--- config.mk ---
export PLATFORM = sky130hd
export DESIGN_NAME = sdrd_read_engine
export DESIGN_NICKNAME = d
export VERILOG_FILES = /design/src/rtl/sdrd_pkg.sv /design/src/rtl/sdrd_spi_byte.sv /design/src/rtl/sdrd_crc16.sv /design/src/rtl/sdrd_read_engine.sv
export SDC_FILE = /design/constraint.sdc
export NUM_CORES = 1
export LEC_CHECK = 0
export BUFFER_PORTS_ARGS = -buffer_cell sky130_fd_sc_hd__buf_2
export CAP_MARGIN = 10
export CORE_ASPECT_RATIO = 0.8
export CORE_UTILIZATION = 64
export CTS_BUF_LIST = sky130_fd_sc_hd__clkbuf_16
export CTS_CLUSTER_SIZE = 10
export DETAILED_ROUTE_END_ITERATION = 10
export GPL_TIMING_DRIVEN = 1
export HOLD_SLACK_MARGIN = 0.08
export PLACE_DENSITY = 0.82
export SLEW_MARGIN = 0
export SYNTH_ARGS = -nofsm -noshare
export SYNTH_HDL_FRONTEND = slang
export SYNTH_SLANG_ARGS = --single-unit
--- constraint.sdc ---
create_clock -name clk -period 7.5 [get_ports clk]
set_clock_uncertainty 0.1 [all_clocks]
set_input_delay 1.875 -clock clk [delete_from_list [all_inputs] [get_ports clk]]
set_output_delay 1.875 -clock clk [all_outputs]
set_load 0.01 [all_outputs]
--- src/rtl/sdrd_pkg.sv ---
package sdrd_pkg;

    typedef enum logic [2:0] {
        ST_IDLE  = 3'd0,
        ST_PRE   = 3'd1,
        ST_CMD   = 3'd2,
        ST_R1    = 3'd3,
        ST_TOKEN = 3'd4,
        ST_DATA  = 3'd5,
        ST_CRC   = 3'd6,
        ST_TRAIL = 3'd7
    } sdrd_state_e;

    typedef enum logic [2:0] {
        ERR_NONE    = 3'd0,
        ERR_R1      = 3'd1,
        ERR_TOKEN   = 3'd2,
        ERR_TIMEOUT = 3'd3,
        ERR_CRC     = 3'd4,
        ERR_NO_R1   = 3'd5
    } sdrd_err_e;

    localparam logic [7:0] IDLE_BYTE   = 8'hFF;
    localparam logic [7:0] CMD_RD_ONE  = 8'h51;
    localparam logic [7:0] START_TOKEN = 8'hFE;
    localparam logic [15:0] CRC_POLY   = 16'h1021;

    // Bit-serial CCITT update, message bits taken most significant first.
    function automatic logic [15:0] crc16_step(input logic [15:0] cur, input logic [7:0] din);
        logic [15:0] r;
        logic        fb;
        r = cur;
        for (int i = 7; i >= 0; i--) begin
            fb = r[15] ^ din[i];
            r  = {r[14:0], 1'b0};
            if (fb) r = r ^ CRC_POLY;
        end
        return r;
    endfunction

endpackage

--- src/rtl/sdrd_spi_byte.sv ---
module sdrd_spi_byte #(
    parameter int HALF_DIV = 2
) (
    input  logic       clk,
    input  logic       rst_n,
    input  logic       go,
    input  logic [7:0] tx_byte,
    input  logic       miso,
    output logic       sclk,
    output logic       mosi,
    output logic       done,
    output logic [7:0] rx_byte
);
    localparam int DIV_W = (HALF_DIV > 1) ? $clog2(HALF_DIV) : 1;

    typedef struct packed {
        logic             active;
        logic             sclk;
        logic [2:0]       bitn;
        logic [DIV_W-1:0] div;
        logic [7:0]       tx;
        logic [7:0]       rx;
        logic             done;
    } sh_s;

    sh_s sh_q, sh_d;

    always_comb begin
        sh_d      = sh_q;
        sh_d.done = 1'b0;
        if (!sh_q.active) begin
            if (go) begin
                sh_d.active = 1'b1;
                sh_d.tx     = tx_byte;
                sh_d.bitn   = '0;
                sh_d.div    = '0;
                sh_d.sclk   = 1'b0;
            end
        end else if (sh_q.div == DIV_W'(HALF_DIV - 1)) begin
            sh_d.div = '0;
            if (!sh_q.sclk) begin
                sh_d.sclk = 1'b1;
                sh_d.rx   = {sh_q.rx[6:0], miso};
            end else begin
                sh_d.sclk = 1'b0;
                sh_d.tx   = {sh_q.tx[6:0], 1'b1};
                if (sh_q.bitn == 3'd7) begin
                    sh_d.active = 1'b0;
                    sh_d.done   = 1'b1;
                end else begin
                    sh_d.bitn = sh_q.bitn + 3'd1;
                end
            end
        end else begin
            sh_d.div = sh_q.div + DIV_W'(1);
        end
    end

    always_ff @(posedge clk or negedge rst_n) begin
        if (!rst_n) begin
            sh_q    <= '0;
            sh_q.tx <= 8'hFF;
        end else begin
            sh_q <= sh_d;
        end
    end

    assign sclk    = sh_q.sclk;
    assign mosi    = sh_q.active ? sh_q.tx[7] : 1'b1;
    assign done    = sh_q.done;
    assign rx_byte = sh_q.rx;

endmodule

--- src/rtl/sdrd_crc16.sv ---
module sdrd_crc16 (
    input  logic        clk,
    input  logic        rst_n,
    input  logic        clr,
    input  logic        en,
    input  logic [7:0]  din,
    output logic [15:0] crc
);
    import sdrd_pkg::*;

    logic [15:0] crc_q, crc_d;

    always_comb begin
        crc_d = crc_q;
        if (clr)     crc_d = '0;
        else if (en) crc_d = crc16_step(crc_q, din);
    end

    always_ff @(posedge clk or negedge rst_n) begin
        if (!rst_n) crc_q <= '0;
        else        crc_q <= crc_d;
    end

    assign crc = crc_q;

endmodule

--- src/rtl/sdrd_read_engine.sv ---
module sdrd_read_engine #(
    parameter int BLOCK_BYTES = 512,
    parameter int HALF_DIV    = 2,
    parameter int NCR_MAX     = 8,
    parameter int PRE_IDLE    = 2,
    parameter int TOKW        = 16
) (
    input  logic            clk,
    input  logic            rst_n,
    input  logic            start,
    input  logic [31:0]     blk_idx,
    input  logic            blk_addr_mode,
    input  logic [TOKW-1:0] tok_limit,
    output logic            busy,
    output logic            done,
    output logic [2:0]      err_code,
    output logic            rd_valid,
    output logic [7:0]      rd_data,
    output logic            spi_sclk,
    output logic            spi_cs_n,
    output logic            spi_mosi,
    input  logic            spi_miso
);
    import sdrd_pkg::*;

    localparam int BLK_SHIFT = $clog2(BLOCK_BYTES);
    localparam int CNT_W     = (TOKW > BLK_SHIFT + 1) ? TOKW : BLK_SHIFT + 1;

    typedef struct packed {
        sdrd_state_e      st;
        logic [CNT_W-1:0] cnt;
        logic             cs_n;
        logic             go;
        logic [7:0]       tx;
        logic [31:0]      arg;
        logic [7:0]       crc_hi;
        logic             done;
        sdrd_err_e        err;
        logic             valid;
        logic [7:0]       rdata;
    } eng_s;

    eng_s        q, d;
    logic        sh_done;
    logic [7:0]  sh_rx;
    logic [15:0] crc_now;
    logic        crc_clr, crc_en;

    sdrd_spi_byte #(.HALF_DIV(HALF_DIV)) u_shift (
        .clk    (clk),
        .rst_n  (rst_n),
        .go     (q.go),
        .tx_byte(q.tx),
        .miso   (spi_miso),
        .sclk   (spi_sclk),
        .mosi   (spi_mosi),
        .done   (sh_done),
        .rx_byte(sh_rx)
    );

    sdrd_crc16 u_crc (
        .clk  (clk),
        .rst_n(rst_n),
        .clr  (crc_clr),
        .en   (crc_en),
        .din  (sh_rx),
        .crc  (crc_now)
    );

    // Close the transaction: report, release chip select, clock one trailing byte.
    function automatic eng_s wrap_up(input eng_s s, input sdrd_err_e e);
        eng_s r;
        r      = s;
        r.st   = ST_TRAIL;
        r.cs_n = 1'b1;
        r.go   = 1'b1;
        r.tx   = IDLE_BYTE;
        r.done = 1'b1;
        r.err  = e;
        return r;
    endfunction

    always_comb begin
        d       = q;
        d.go    = 1'b0;
        d.done  = 1'b0;
        d.valid = 1'b0;
        crc_clr = 1'b0;
        crc_en  = 1'b0;
        case (q.st)
            ST_IDLE: if (start) begin
                d.st    = ST_PRE;
                d.cs_n  = 1'b0;
                d.go    = 1'b1;
                d.tx    = IDLE_BYTE;
                d.cnt   = '0;
                d.err   = ERR_NONE;
                d.arg   = blk_addr_mode ? blk_idx : (blk_idx << BLK_SHIFT);
                crc_clr = 1'b1;
            end
            ST_PRE: if (sh_done) begin
                d.go = 1'b1;
                if (q.cnt == CNT_W'(PRE_IDLE - 1)) begin
                    d.st  = ST_CMD;
                    d.cnt = '0;
                    d.tx  = CMD_RD_ONE;
                end else begin
                    d.cnt = q.cnt + CNT_W'(1);
                    d.tx  = IDLE_BYTE;
                end
            end
            ST_CMD: if (sh_done) begin
                d.go = 1'b1;
                if (q.cnt < CNT_W'(4)) begin
                    d.tx  = q.arg[31:24];
                    d.arg = {q.arg[23:0], 8'h00};
                    d.cnt = q.cnt + CNT_W'(1);
                end else if (q.cnt == CNT_W'(4)) begin
                    d.tx  = IDLE_BYTE;
                    d.cnt = q.cnt + CNT_W'(1);
                end else begin
                    d.st  = ST_R1;
                    d.cnt = '0;
                    d.tx  = IDLE_BYTE;
                end
            end
            ST_R1: if (sh_done) begin
                if (!sh_rx[7]) begin
                    if (sh_rx == 8'h00) begin
                        d.st  = ST_TOKEN;
                        d.cnt = '0;
                        d.go  = 1'b1;
                        d.tx  = IDLE_BYTE;
                    end else begin
                        d = wrap_up(q, ERR_R1);
                    end
                end else if (q.cnt == CNT_W'(NCR_MAX - 1)) begin
                    d = wrap_up(q, ERR_NO_R1);
                end else begin
                    d.cnt = q.cnt + CNT_W'(1);
                    d.go  = 1'b1;
                    d.tx  = IDLE_BYTE;
                end
            end
            ST_TOKEN: if (sh_done) begin
                if (sh_rx == START_TOKEN) begin
                    d.st  = ST_DATA;
                    d.cnt = '0;
                    d.go  = 1'b1;
                    d.tx  = IDLE_BYTE;
                end else if (sh_rx[7:5] == 3'b000) begin
                    d = wrap_up(q, ERR_TOKEN);
                end else if ((q.cnt + CNT_W'(1)) == CNT_W'(tok_limit)) begin
                    d = wrap_up(q, ERR_TIMEOUT);
                end else begin
                    d.cnt = q.cnt + CNT_W'(1);
                    d.go  = 1'b1;
                    d.tx  = IDLE_BYTE;
                end
            end
            ST_DATA: if (sh_done) begin
                d.valid = 1'b1;
                d.rdata = sh_rx;
                crc_en  = 1'b1;
                d.go    = 1'b1;
                d.tx    = IDLE_BYTE;
                if (q.cnt == CNT_W'(BLOCK_BYTES - 1)) begin
                    d.st  = ST_CRC;
                    d.cnt = '0;
                end else begin
                    d.cnt = q.cnt + CNT_W'(1);
                end
            end
            ST_CRC: if (sh_done) begin
                if (q.cnt == '0) begin
                    d.crc_hi = sh_rx;
                    d.cnt    = CNT_W'(1);
                    d.go     = 1'b1;
                    d.tx     = IDLE_BYTE;
                end else begin
                    d = wrap_up(q, ({q.crc_hi, sh_rx} == crc_now) ? ERR_NONE : ERR_CRC);
                end
            end
            ST_TRAIL: if (sh_done) d.st = ST_IDLE;
            default:  d.st = ST_IDLE;
        endcase
    end

    always_ff @(posedge clk or negedge rst_n) begin
        if (!rst_n) begin
            q      <= '0;
            q.cs_n <= 1'b1;
            q.tx   <= IDLE_BYTE;
        end else begin
            q <= d;
        end
    end

    assign busy     = (q.st != ST_IDLE);
    assign done     = q.done;
    assign err_code = q.err;
    assign rd_valid = q.valid;
    assign rd_data  = q.rdata;
    assign spi_cs_n = q.cs_n;

endmodule

=== Word-level counts from Yosys, hierarchy flattened ===
Index checks and enable logic that the tools add are counted.

* Add/subtract/negate cells: 3
* Multiply operators: 0
* Divide/modulo/power cells: 0
* Order comparisons: 1
* Equal/unequal tests: 47
* Shifts and indexed selects: 0
* Mux-type cells: 100
* Bitwise logic cells: 20
* Reductions and logical operators: 22

{| class="wikitable"
|+ Operators with widths
! kind !! number
|-
| two-way mux 82 bit || 5
|-
| two-way mux 16 bit || 23
|-
| one-hot mux 32 bit (5 select lines) || 1
|-
| two-way mux 13 bit || 12
|-
| one-hot mux 16 bit (7 select lines) || 1
|-
| two-way mux 19 bit || 4
|-
| two-way mux 32 bit || 2
|-
| one-hot mux 9 bit (7 select lines) || 1
|-
| two-way mux 61 bit || 1
|-
| two-way mux 53 bit || 1
|-
| two-way mux 41 bit || 1
|-
| two-way mux 8 bit || 5
|-
| two-way mux 3 bit || 12
|-
| two-way mux 9 bit || 4
|-
| one-hot mux 9 bit (4 select lines) || 1
|-
| equality test 16 bit || 2
|-
| equality test 16 x 3 -> 1 bit, second input constant || 2
|-
| two-way mux 14 bit || 2
|-
| one-hot mux 9 bit (3 select lines) || 1
|-
| != test 2 bit, second input constant || 12
|-
| NOT 3 bit || 8
|-
| one-hot mux 3 bit (8 select lines) || 1
|-
| two-way mux 18 bit || 1
|-
| != test 3 bit, second input constant || 6
|-
| other kinds (37) || 84
|}

* Register bits: 121
* Latch bits: 0
* RAM bits: 0
* ROM bits: 0
* Input bits: 53
* Output and inout port bits: 17
* Logic and storage cells: 212
* Memories kept: 0

=== Longest topological paths before layout ===
Gate-level depths: netlist of run 1.

* Word-level depth: 32
* Depth in mapped cells: 12
* Gate-level depth less buffers: 9

=== Cells and area by module ===
A second synthesis of run 1 with hierarchy kept.

* Cell total of the unflattened synthesis: 749
* Area total of the unflattened synthesis: 7333.3 um^2

{| class="wikitable"
|+ Modules (own cells, without submodules)
! module !! times used !! cells each !! area an instance (um^2) !! seq. area each (um^2)
|-
| sdrd_read_engine || 1 || 580 || 5221.3 || 2063.2
|-
| sdrd_spi_byte || 1 || 90 || 1068.5 || 585.6
|-
| sdrd_crc16 || 1 || 79 || 1043.5 || 400.4
|}

=== Least setup slack after synthesis of run 1 ===
OpenSTA, ideal clock, no wires.

* Kind: input -> register
* Start point: in tok_limit[14]
* End point: reg q[63] (netlist name)
* Setup time: 127 ps
* Arrival time: 3719 ps
* Data required time: 7273 ps
* Slack: 3554 ps
* Cell stages on the path: 8
* Path buffers: 1
* Cells stage by stage: xnor2_1 -> or3_1 -> a211o_1 -> a211oi_2 -> o2111a_2 -> or2_1 -> buf_6 -> mux2_1

* Longest elaborated chain between the ends: 3

{| class="wikitable"
|+ RTL lines
! element !! line !! text
|-
| start, declared || sdrd_read_engine.sv:13 || <nowiki>input logic [TOKW-1:0] tok_limit,</nowiki>
|-
| equality test 16 bit || sdrd_read_engine.sv:153 || <nowiki>end else if ((q.cnt + CNT_W'(1)) == CNT_W'(tok_limit)) begin</nowiki>
|-
| != test 3 bit (no source line) || - ||
|-
| AND reduction 13 bit (no source line) || - ||
|-
| end, declared || sdrd_read_engine.sv:43 || <nowiki>eng_s q, d;</nowiki>
|}

Every way passes these cells.
A chain may end at the register's enable or synchronous reset.

=== Worst setup path in the final report of run 1 ===
Ends and elaborated chain as after synthesis.

==> results.cfg, run 1 <==
[outcome]
status = finished, final reports clean

[timing]
finalCriticalPeriod_ns = 4.419
timing.hold.ws_ns = 0.3579
finalHoldViolations = 0
post-route-period-util_pct = 58.93
relSlewSlack_pct = 27.69
tns_ns = 0
worst_pin_slew_ns = 1.083
rsz0062_at_grt = false
fmax_mhz = 226.3
setup_viol = 0
slew_violations = 0

[place]
post-dp-hpwl_um = 11330
gp_congestion = 0.9043
place_inst = 918
numPortBuffers = 69

[clocking]
cts.clk_slew.worst_paths_ns = 0.05
clockBufferDepth = 2
clk_latency_ns = 0.41
htreeDepth = 4
cts_hold_buf = 0
cts_buffers = 17
ctsResizeCount = 0
clock_sinks = 121
cts_tree = yes
post-cts-setup-buffers = 0
cts_root_buf = clkbuf_16

[critical_path]
crit_fanout = 17
crit_chain = buf_2, xnor2_1, or3_1, a211o_1, a211oi_2, o2111a_2, or2_1, mux2_1
path_delay_family = simple AND/OR/NAND/NOR gates
cp.arrival_ns = 4.61
crit_buf_inv = 1
critPathKind = primary input to flop
slowest_stage = or2_1
slowest_delay_ns = 0.69
required_ns = 7.69
worstSetupStartpointType = primary input
crit_path_end_kind = flop

[synthesis]
seq_area_frac_synth_pct = 42.96
yosys_warnings = 0
yosys-top-cells-area = dfrtp_1 (37%), dfstp_2 (6.3%), nand2_1 (6.2%), o21ai_0 (4.7%), xor2_1 (3.7%)
syn_avg_cell_area_sq_um = 9.182
ys_ff_latch = 121
synth_edf_count = 0
synth_cells = 773
synth_cell_type_count = 72
synth_top_area_share_pct = 36.66
syn_nets = 831
async_flop_share_pct = 100.0
syn_area_sq_um = 7098
synth_flop_cell = dfrtp_1
yosysTopAreaCell = dfrtp_1

[die]
fp-row-count = 33
start_util_pct = 67.42
pin_count = 70
die_h_um = 96.20
fp.dieW_um = 119.7
die-area_sq_um = 11520
core_sq_um = 10530

[routing]
drt_wl_total_um = 16460
wire_per_inst_um = 17.31
drc = 0
num_vias = 5883
drt-vias-per-instance = 6.186
drt_iter0_drc = 587
postRouteAntennaNets = 0
firstDrtPassIters = 5

[layout]
layout_common_cells = nand2_1 (117), dfrtp_1 (104), buf_2 (68), o21ai_0 (66), nor2_1 (51)
final_common_cell = nand2_1
antenna_cells = 0
fin_cells = 951
area_delta_synth_final_pct = 10.79
nets = 856
layout-drive-gt1-share_pct = 19.73
fin_util_pct = 74.69

[global_routing]
grt_overflow = 0
grt_pass1_vias = 5550
track_usage_pct = 30.45
grt_first_pass_wirelength_um = 27300
antenna_found_initial = 0
grt_max_degree = 79

[job]
maxCapViolations = 0

[min_path]
min_path_type = flop to flop

[power]
vdd_drop_max_mv = 0.2143
cellLeakagePower_nw = 3.619
power_density_nw_per_um2 = 349.4
registers in the layout, summed over array words and instances, names as in the netlist:
signal,cells
done,1
u_shift.rx_byte,8
u_shift.done,1
u_shift.sh_q,13
q,68
u_crc.crc,16
u_shift.sclk,1
rd_data,8
err_code,3
spi_cs_n,1
rd_valid,1
per-layer routing:
metal / vias to the layer above / global-route usage (%) / part of all wire, %
met1: 2831 / 41.87 / 45
met5: - / 0 / 0
met2: 251 / 47.69 / 47
met4: 0 / 10.73 / 1.1
li1: 2779 / - / -
met3: 22 / 6.813 / 7.4
per-stage QoR:
stage          setup WS (ns)  power [mW]  area [sq um]
6_report               3.081       2.747          7864
5_1_grt                2.938       2.914          7864
3_3_place_gp           2.763       1.905          7293
4_1_cts                3.104       2.739          7856
3_5_place_dp           2.696       1.952          7293
2_1_floorplan          3.554       1.770          7098
report_power, final:
| part | switching, mW | total [mW] | internal, mW |
|---|---|---|---|
| registers | 0.200 | 1.06 | 0.857 |
| clock network | 0.294 | 0.776 | 0.482 |
| logic | 0.539 | 0.914 | 0.374 |
| total | 1.03 | 2.75 | 1.71 |
cells in the mapped netlist, types with 5 or more instances:
cell type / count
o31ai_1: 16
a21boi_0: 7
o21ai_0: 66
or3_1: 8
a22oi_1: 11
xnor2_1: 27
a31oi_1: 5
ha_1: 5
and2_1: 5
a22o_1: 9
clkbuf_1: 35
xor2_1: 30
dfrtp_1: 104
mux2i_1: 24
nand4_1: 7
nand3_1: 14
a21oi_1: 41
inv_1: 18
nand2_1: 117
dfstp_2: 17
mux2_2: 17
buf_2: 14
nor2_1: 51
buf_4: 15
o41ai_1: 5
and3_1: 8
nor4_1: 7
nor3_1: 11
o41ai_2: 5
layout make-up:
cell class | instances | area, sq um
Inverter | 20 | 75.07
Multi-Input combinational cell | 563 | 3608
Fill cell | 764 | 2665
Timing Repair Buffer | 75 | 392.9
Sequential cell | 121 | 3049
Clock inverter | 15 | 137.6
Tap cell | 140 | 175.2
Clock buffer | 17 | 425.4
kinds of logic (layout without fill, tap and decap cells):
| family | after synthesis | after routing | share of synthesized area, % |
|---|---|---|---|
| compound gates | 203 | 203 | 19.41 |
| fa+ha+maj | 5 | 5 | 0.8814 |
| xor+xnor | 57 | 57 | 7.033 |
| flops | 121 | 121 | 42.96 |
| simple gates | 256 | 256 | 17.27 |
| mux | 42 | 42 | 6.240 |
| buf+inv | 89 | 127 | 6.205 |
worst register-to-register path: stages, from the launching register on:
cell      delay (ns)
dfrtp_1         0.56
ha_1            0.42
nand3_1         0.24
nor3_1          0.41
nand3_1         0.17
a211oi_2        0.94
and2_1          0.79
o21ai_0         0.21
mux2_1          0.32
path summary, 6_finish.rpt:
kind                                  startpoint                to  slack (ns)  cells past startpoint
worst max-delay path               tok_limit[14]             q[63]        3.08                      8
worst min-delay path            u_shift.sh_q[15]  u_shift.sh_q[15]        0.36                      2
worst max register to register             q[63]             q[63]        3.21                      8
worst min register to register  u_shift.sh_q[15]  u_shift.sh_q[15]        0.36                      2
max in group asynchronous                  rst_n             q[79]        4.61                      2
min in group asynchronous                  rst_n          rd_valid        1.35                      1
Power figures use the tool's default switching activity.
==> inputs of run 2 (changes only) <==
--- a/config.mk
+++ b/config.mk
@@ -8,13 +8,13 @@
 export BUFFER_PORTS_ARGS = -buffer_cell sky130_fd_sc_hd__buf_2
 export CAP_MARGIN = 10
 export CORE_ASPECT_RATIO = 0.8
-export CORE_UTILIZATION = 64
+export CORE_UTILIZATION = 60
 export CTS_BUF_LIST = sky130_fd_sc_hd__clkbuf_16
 export CTS_CLUSTER_SIZE = 10
 export DETAILED_ROUTE_END_ITERATION = 10
 export GPL_TIMING_DRIVEN = 1
 export HOLD_SLACK_MARGIN = 0.08
-export PLACE_DENSITY = 0.82
+export PLACE_DENSITY = 0.78
 export SLEW_MARGIN = 0
 export SYNTH_ARGS = -nofsm -noshare
 export SYNTH_HDL_FRONTEND = slang
==> constraint.sdc (replaced) <==
create_clock -name clk -period 4.4 [get_ports clk]
set_clock_uncertainty 0.1 [all_clocks]
set_input_delay 1.1 -clock clk [delete_from_list [all_inputs] [get_ports clk]]
set_output_delay 1.1 -clock clk [all_outputs]
set_load 0.01 [all_outputs]
==> results.cfg, run 2 (synthesis results as in run 1) <==
[outcome]
status = finished, final reports clean

[clocking]
post-cts-setup-buffers = 0
clock_sinks = 121
cts_root_buf = clkbuf_16
clk_latency_ns = 0.41
ctsResizeCount = 0
cts.clk_slew.worst_paths_ns = 0.05
clockBufferDepth = 2
cts_hold_buf = 0
cts_tree = yes
cts_buffers = 17
htreeDepth = 4

[global_routing]
use_met3_pct = 4.874
grt_max_degree = 77
grt_first_pass_wirelength_um = 27640
grt_pass1_vias = 5672
use_met1_pct = 40.70
busiest_layer = met2
grt_overflow = 0
met2_usage_pct = 45.00
antenna_found_initial = 0
track_usage_pct = 28.75

[critical_path]
worstSetupStartpointType = flop
r2r_slack_ns = 0.86
worstReg2RegStart = q[63]
cp.arrival_ns = 3.71
slowest_delay_ns = 0.56
slowest_stage = dfrtp_1
critPathLaunch = q[63]
crit_chain = ha_1, and3_1, nand4_1, a211o_1, a211oi_2, o2111a_2, or2_1, buf_4, o41ai_1
crit_fanout = 17
reg2regPathDepth = 9
reg2reg_to = q[77]
critPathKind = flop to flop
crit_path_end_kind = flop
required_ns = 4.58

[layout]
multi_input_area_sq_um = 3608
largest_reg_flops = 68
nets = 859
nFillCells = 902
largest_register = q
layout_common_cells = nand2_1 (117), dfrtp_1 (104), buf_2 (68), o21ai_0 (66), nor2_1 (51)
final_common_cell = nand2_1
layout-drive-gt1-share_pct = 19.66
fin_util_pct = 68.73
area_delta_synth_final_pct = 11.53
ff_latch_area_sq_um = 3049
antenna_cells = 0

[timing]
relSlewSlack_pct = 18.00
tns_ns = 0
post-route-period-util_pct = 80.44
finalHoldViolations = 0
rsz0062_at_grt = false
setup_viol = 0
slew_violations = 0
finalCriticalPeriod_ns = 3.539
fmax_mhz = 282.5
worst_pin_slew_ns = 1.230

[routing]
wire_per_inst_um = 17.32
drc = 0
drt-vias-per-instance = 6.127
num_vias = 5894
drt_iter0_drc = 503
firstDrtPassIters = 5
postRouteAntennaNets = 0
drt_wl_total_um = 16660

[die]
die-area_sq_um = 12270
start_util_pct = 61.63
core_sq_um = 11520
pin_count = 70
fp-row-count = 35
fp.dieW_um = 123.6
die_h_um = 99.29

[power]
power_density_nw_per_um2 = 598.4
vdd_drop_max_mv = 0.3486
total_power_mw = 4.737
cellLeakagePower_nw = 3.666

[place]
post-dp-hpwl_um = 11510
gp_congestion = 0.9287
numPortBuffers = 69

[min_path]
holdPathEnd = u_shift.sh_q[15]
hold_start = u_shift.sh_q[15]
min_path_type = flop to flop
worstHoldPathCells = 2

[job]
maxCapViolations = 0
-- run 2: cell types whose count changed in the layout (fill, tap and decap cells not counted), sizes merged --
| cell | before | now |
|---|---|---|
| buf | 75 | 78 |
| clkinvlp | 4 | 0 |
| bufinv | 2 | 3 |
| inv | 22 | 25 |
-- run 2: cell type report --
class	instances	area share, %
Multi-Input combinational cell	563	45.58
Sequential cell	121	38.52
Timing Repair Buffer	78	5.405
Clock buffer	17	5.374
Tap cell	148	2.339
Clock inverter	15	1.833
Inverter	20	0.9483
-- run 2: per-stage QoR --
step	setup WS [ns]	cells	area, sq um	hold slack [ns]
2_1_floorplan	1.229	773	7098	0.3356
3_3_place_gp	0.8945	930	7346	0.3441
3_5_place_dp	0.8241	930	7346	0.3487
4_1_cts	0.9346	962	7916	0.3581
5_1_grt	0.6485	962	7916	0.3875
6_report	0.8606	962	7916	0.3593
-- run 2: worst max-delay path by stage --
stage	slack, ns	endpoint	cells past startpoint
floorplan	1.23	q[63]	8
global placement	0.89	q[77]	9
detailed placement	0.82	q[77]	9
CTS	0.93	q[77]	9
global route	0.65	q[77]	9
finish	0.86	q[77]	9
-- run 2: worst max-delay path, delay by kind of cell (launching register included) --
kind / cells / cell delay, ns
AO/OA/AOI/OAI: 4 / 1.22
flip-flops: 1 / 0.56
adder cells (fa/ha/maj): 1 / 0.41
buffers and inverters: 1 / 0.26
AND/OR/NAND/NOR: 3 / 0.86
-- run 2: report_power, final --
group | internal (mW) | total (mW) | switching [mW]
Combinational | 0.661 | 1.59 | 0.927
Clock | 0.871 | 1.34 | 0.473
Sequential | 1.46 | 1.80 | 0.342
Total | 2.99 | 4.74 | 1.74
-- run 2: metal layers --
metal	vias up	routed length [um]	share of wire [%]
met5	-	0	0
met4	0	196	1.2
met2	187	7948	48
met3	21	792	4.8
met1	2911	7725	46
li1	2775	-	-
==> inputs of run 3 (changes only) <==
--- a/config.mk
+++ b/config.mk
@@ -8,13 +8,13 @@
 export BUFFER_PORTS_ARGS = -buffer_cell sky130_fd_sc_hd__buf_2
 export CAP_MARGIN = 10
 export CORE_ASPECT_RATIO = 0.8
-export CORE_UTILIZATION = 60
+export CORE_UTILIZATION = 54
 export CTS_BUF_LIST = sky130_fd_sc_hd__clkbuf_16
 export CTS_CLUSTER_SIZE = 10
 export DETAILED_ROUTE_END_ITERATION = 10
 export GPL_TIMING_DRIVEN = 1
 export HOLD_SLACK_MARGIN = 0.08
-export PLACE_DENSITY = 0.78
+export PLACE_DENSITY = 0.74
 export SLEW_MARGIN = 0
 export SYNTH_ARGS = -nofsm -noshare
 export SYNTH_HDL_FRONTEND = slang
==> constraint.sdc (replaced) <==
create_clock -name clk -period 3 [get_ports clk]
set_clock_uncertainty 0.1 [all_clocks]
set_input_delay 0.75 -clock clk [delete_from_list [all_inputs] [get_ports clk]]
set_output_delay 0.75 -clock clk [all_outputs]
set_load 0.01 [all_outputs]
==> results.cfg, run 3 (synthesis results as in run 1) <==
[outcome]
status = finished, final reports clean

[die]
die_h_um = 104.5
pin_count = 70
die-area_sq_um = 13610
start_util_pct = 55.35
fp-row-count = 37
core_sq_um = 12820
fp.dieW_um = 130.2

[critical_path]
required_ns = 3.18
r2r_slack_ns = 0.18
worstReg2RegStart = q[63]
cp.arrival_ns = 3.00
crit_path_end_kind = flop
worstSetupStartpointType = flop
reg2reg_to = q[77]
critPathKind = flop to flop
crit_fanout = 10
reg2regPathDepth = 9

[power]
total_power_mw = 7.114
cellLeakagePower_nw = 3.816
power_density_nw_per_um2 = 867.5
vdd_drop_max_mv = 0.4596

[timing]
finalHoldViolations = 0
slew_violations = 0
post-route-period-util_pct = 93.93
rsz0062_at_grt = false
relSlewSlack_pct = 53.38
fmax_mhz = 354.9
timing.hold.ws_ns = 0.2113
worst_pin_slew_ns = 0.6968
finalCriticalPeriod_ns = 2.818
setup_viol = 0
tns_ns = 0

[global_routing]
grt_first_pass_wirelength_um = 28660
grt_overflow = 0
track_usage_pct = 26.63
grt_pass1_vias = 5749
grt_max_degree = 65
antenna_found_initial = 0

[place]
gp_congestion = 0.9415
post-dp-hpwl_um = 11620
numPortBuffers = 69

[clocking]
cts_tree = yes
clock_sinks = 121
clk_latency_ns = 0.41
cts_root_buf = clkbuf_16
clockBufferDepth = 2
htreeDepth = 4
cts_buffers = 17
cts_hold_buf = 0
cts.clk_slew.worst_paths_ns = 0.06

[layout]
antenna_cells = 0
largest_register = q
layout_common_cells = nand2_1 (117), dfrtp_1 (104), buf_2 (68), o21ai_0 (66), nor2_1 (51)
nFillCells = 1043
layout-drive-gt1-share_pct = 23.08
nets = 890
area_delta_synth_final_pct = 15.53
final_common_cell = nand2_1
largest_reg_flops = 68

[routing]
drc = 0
drt-vias-per-instance = 5.830
num_vias = 5947
postRouteAntennaNets = 0
firstDrtPassIters = 5
drt_wl_total_um = 16780
wire_per_inst_um = 16.45
drt_iter0_drc = 570

[job]
maxCapViolations = 0

[min_path]
min_path_type = primary input to async pin
[run 3: cell count changes in the layout (fill, tap and decap cells not counted), sizes merged]
cell / before / now
inv: 25 / 23
clkinvlp: 0 / 2
buf: 78 / 109
[run 3: critical path, cell delays in order, from the launching register on]
cell,delay (ns)
dfrtp_1,0.47
ha_1,0.28
and3_2,0.28
nand4_1,0.16
a211o_1,0.31
a211oi_2,0.31
o2111a_2,0.27
or2_1,0.16
buf_4,0.25
o41ai_1,0.10
[run 3: worst max path at each step]
stage	from	endpoint	slack, ns
floorplan	tok_limit[14]	q[63]	0.18
finish	q[63]	q[77]	0.18
global placement	tok_limit[14]	q[77]	0.11
CTS	q[63]	q[78]	0.16
detailed placement	tok_limit[14]	q[75]	0.06
global route	q[63]	rd_valid	0.003
[run 3: what timing repair did]
| action | CTS | global route |
|---|---|---|
| hold endpoints to repair | 0 | 0 |
| gates resized for setup | 0 | 1 |
| setup endpoints to repair | 0 | 6 |
| buffers inserted | 0 | 0 |
[run 3: cell type report]
class                      count  area, sq um  share of cell area [%]
clock buffer                  17        425.4                   5.188
clock inverter                15        161.4                   1.968
inverter                      20        75.07                  0.9155
multi-input combinational    563         3610                   44.02
sequential                   121         3049                   37.18
tap                          175        219.0                   2.670
timing repair buffer         109        660.6                   8.056
[run 3: metrics by stage]
stage / setup WS (ns) / instance area (sq um) / cells / util [%]
after global routing: 0.003467 / 8200 / 1020 / 63.95
after global placement: 0.1071 / 7612 / 988 / 59.36
final: 0.1821 / 8200 / 1020 / 63.95
after floorplan: 0.1786 / 7098 / 773 / -
after detailed placement: 0.05526 / 7612 / 988 / 59.36
after CTS: 0.1584 / 8199 / 1020 / 63.94
[run 3: report_power, final]
part           internal [mW]  switching, mW
clock                   1.29          0.725
sequential              2.14          0.413
combinational           1.05           1.49
total                   4.49           2.62
[run 3: per-layer routing]
layer | global-route usage (%) | vias to the layer above | part of all wire [%] | wire length (um)
met5 | 0 | - | 0 | 0
met4 | 7.724 | 0 | 1.4 | 237
met3 | 5.530 | 20 | 5.6 | 936
met2 | 40.12 | 202 | 46 | 7799
met1 | 38.49 | 2887 | 47 | 7803
li1 | - | 2838 | - | -
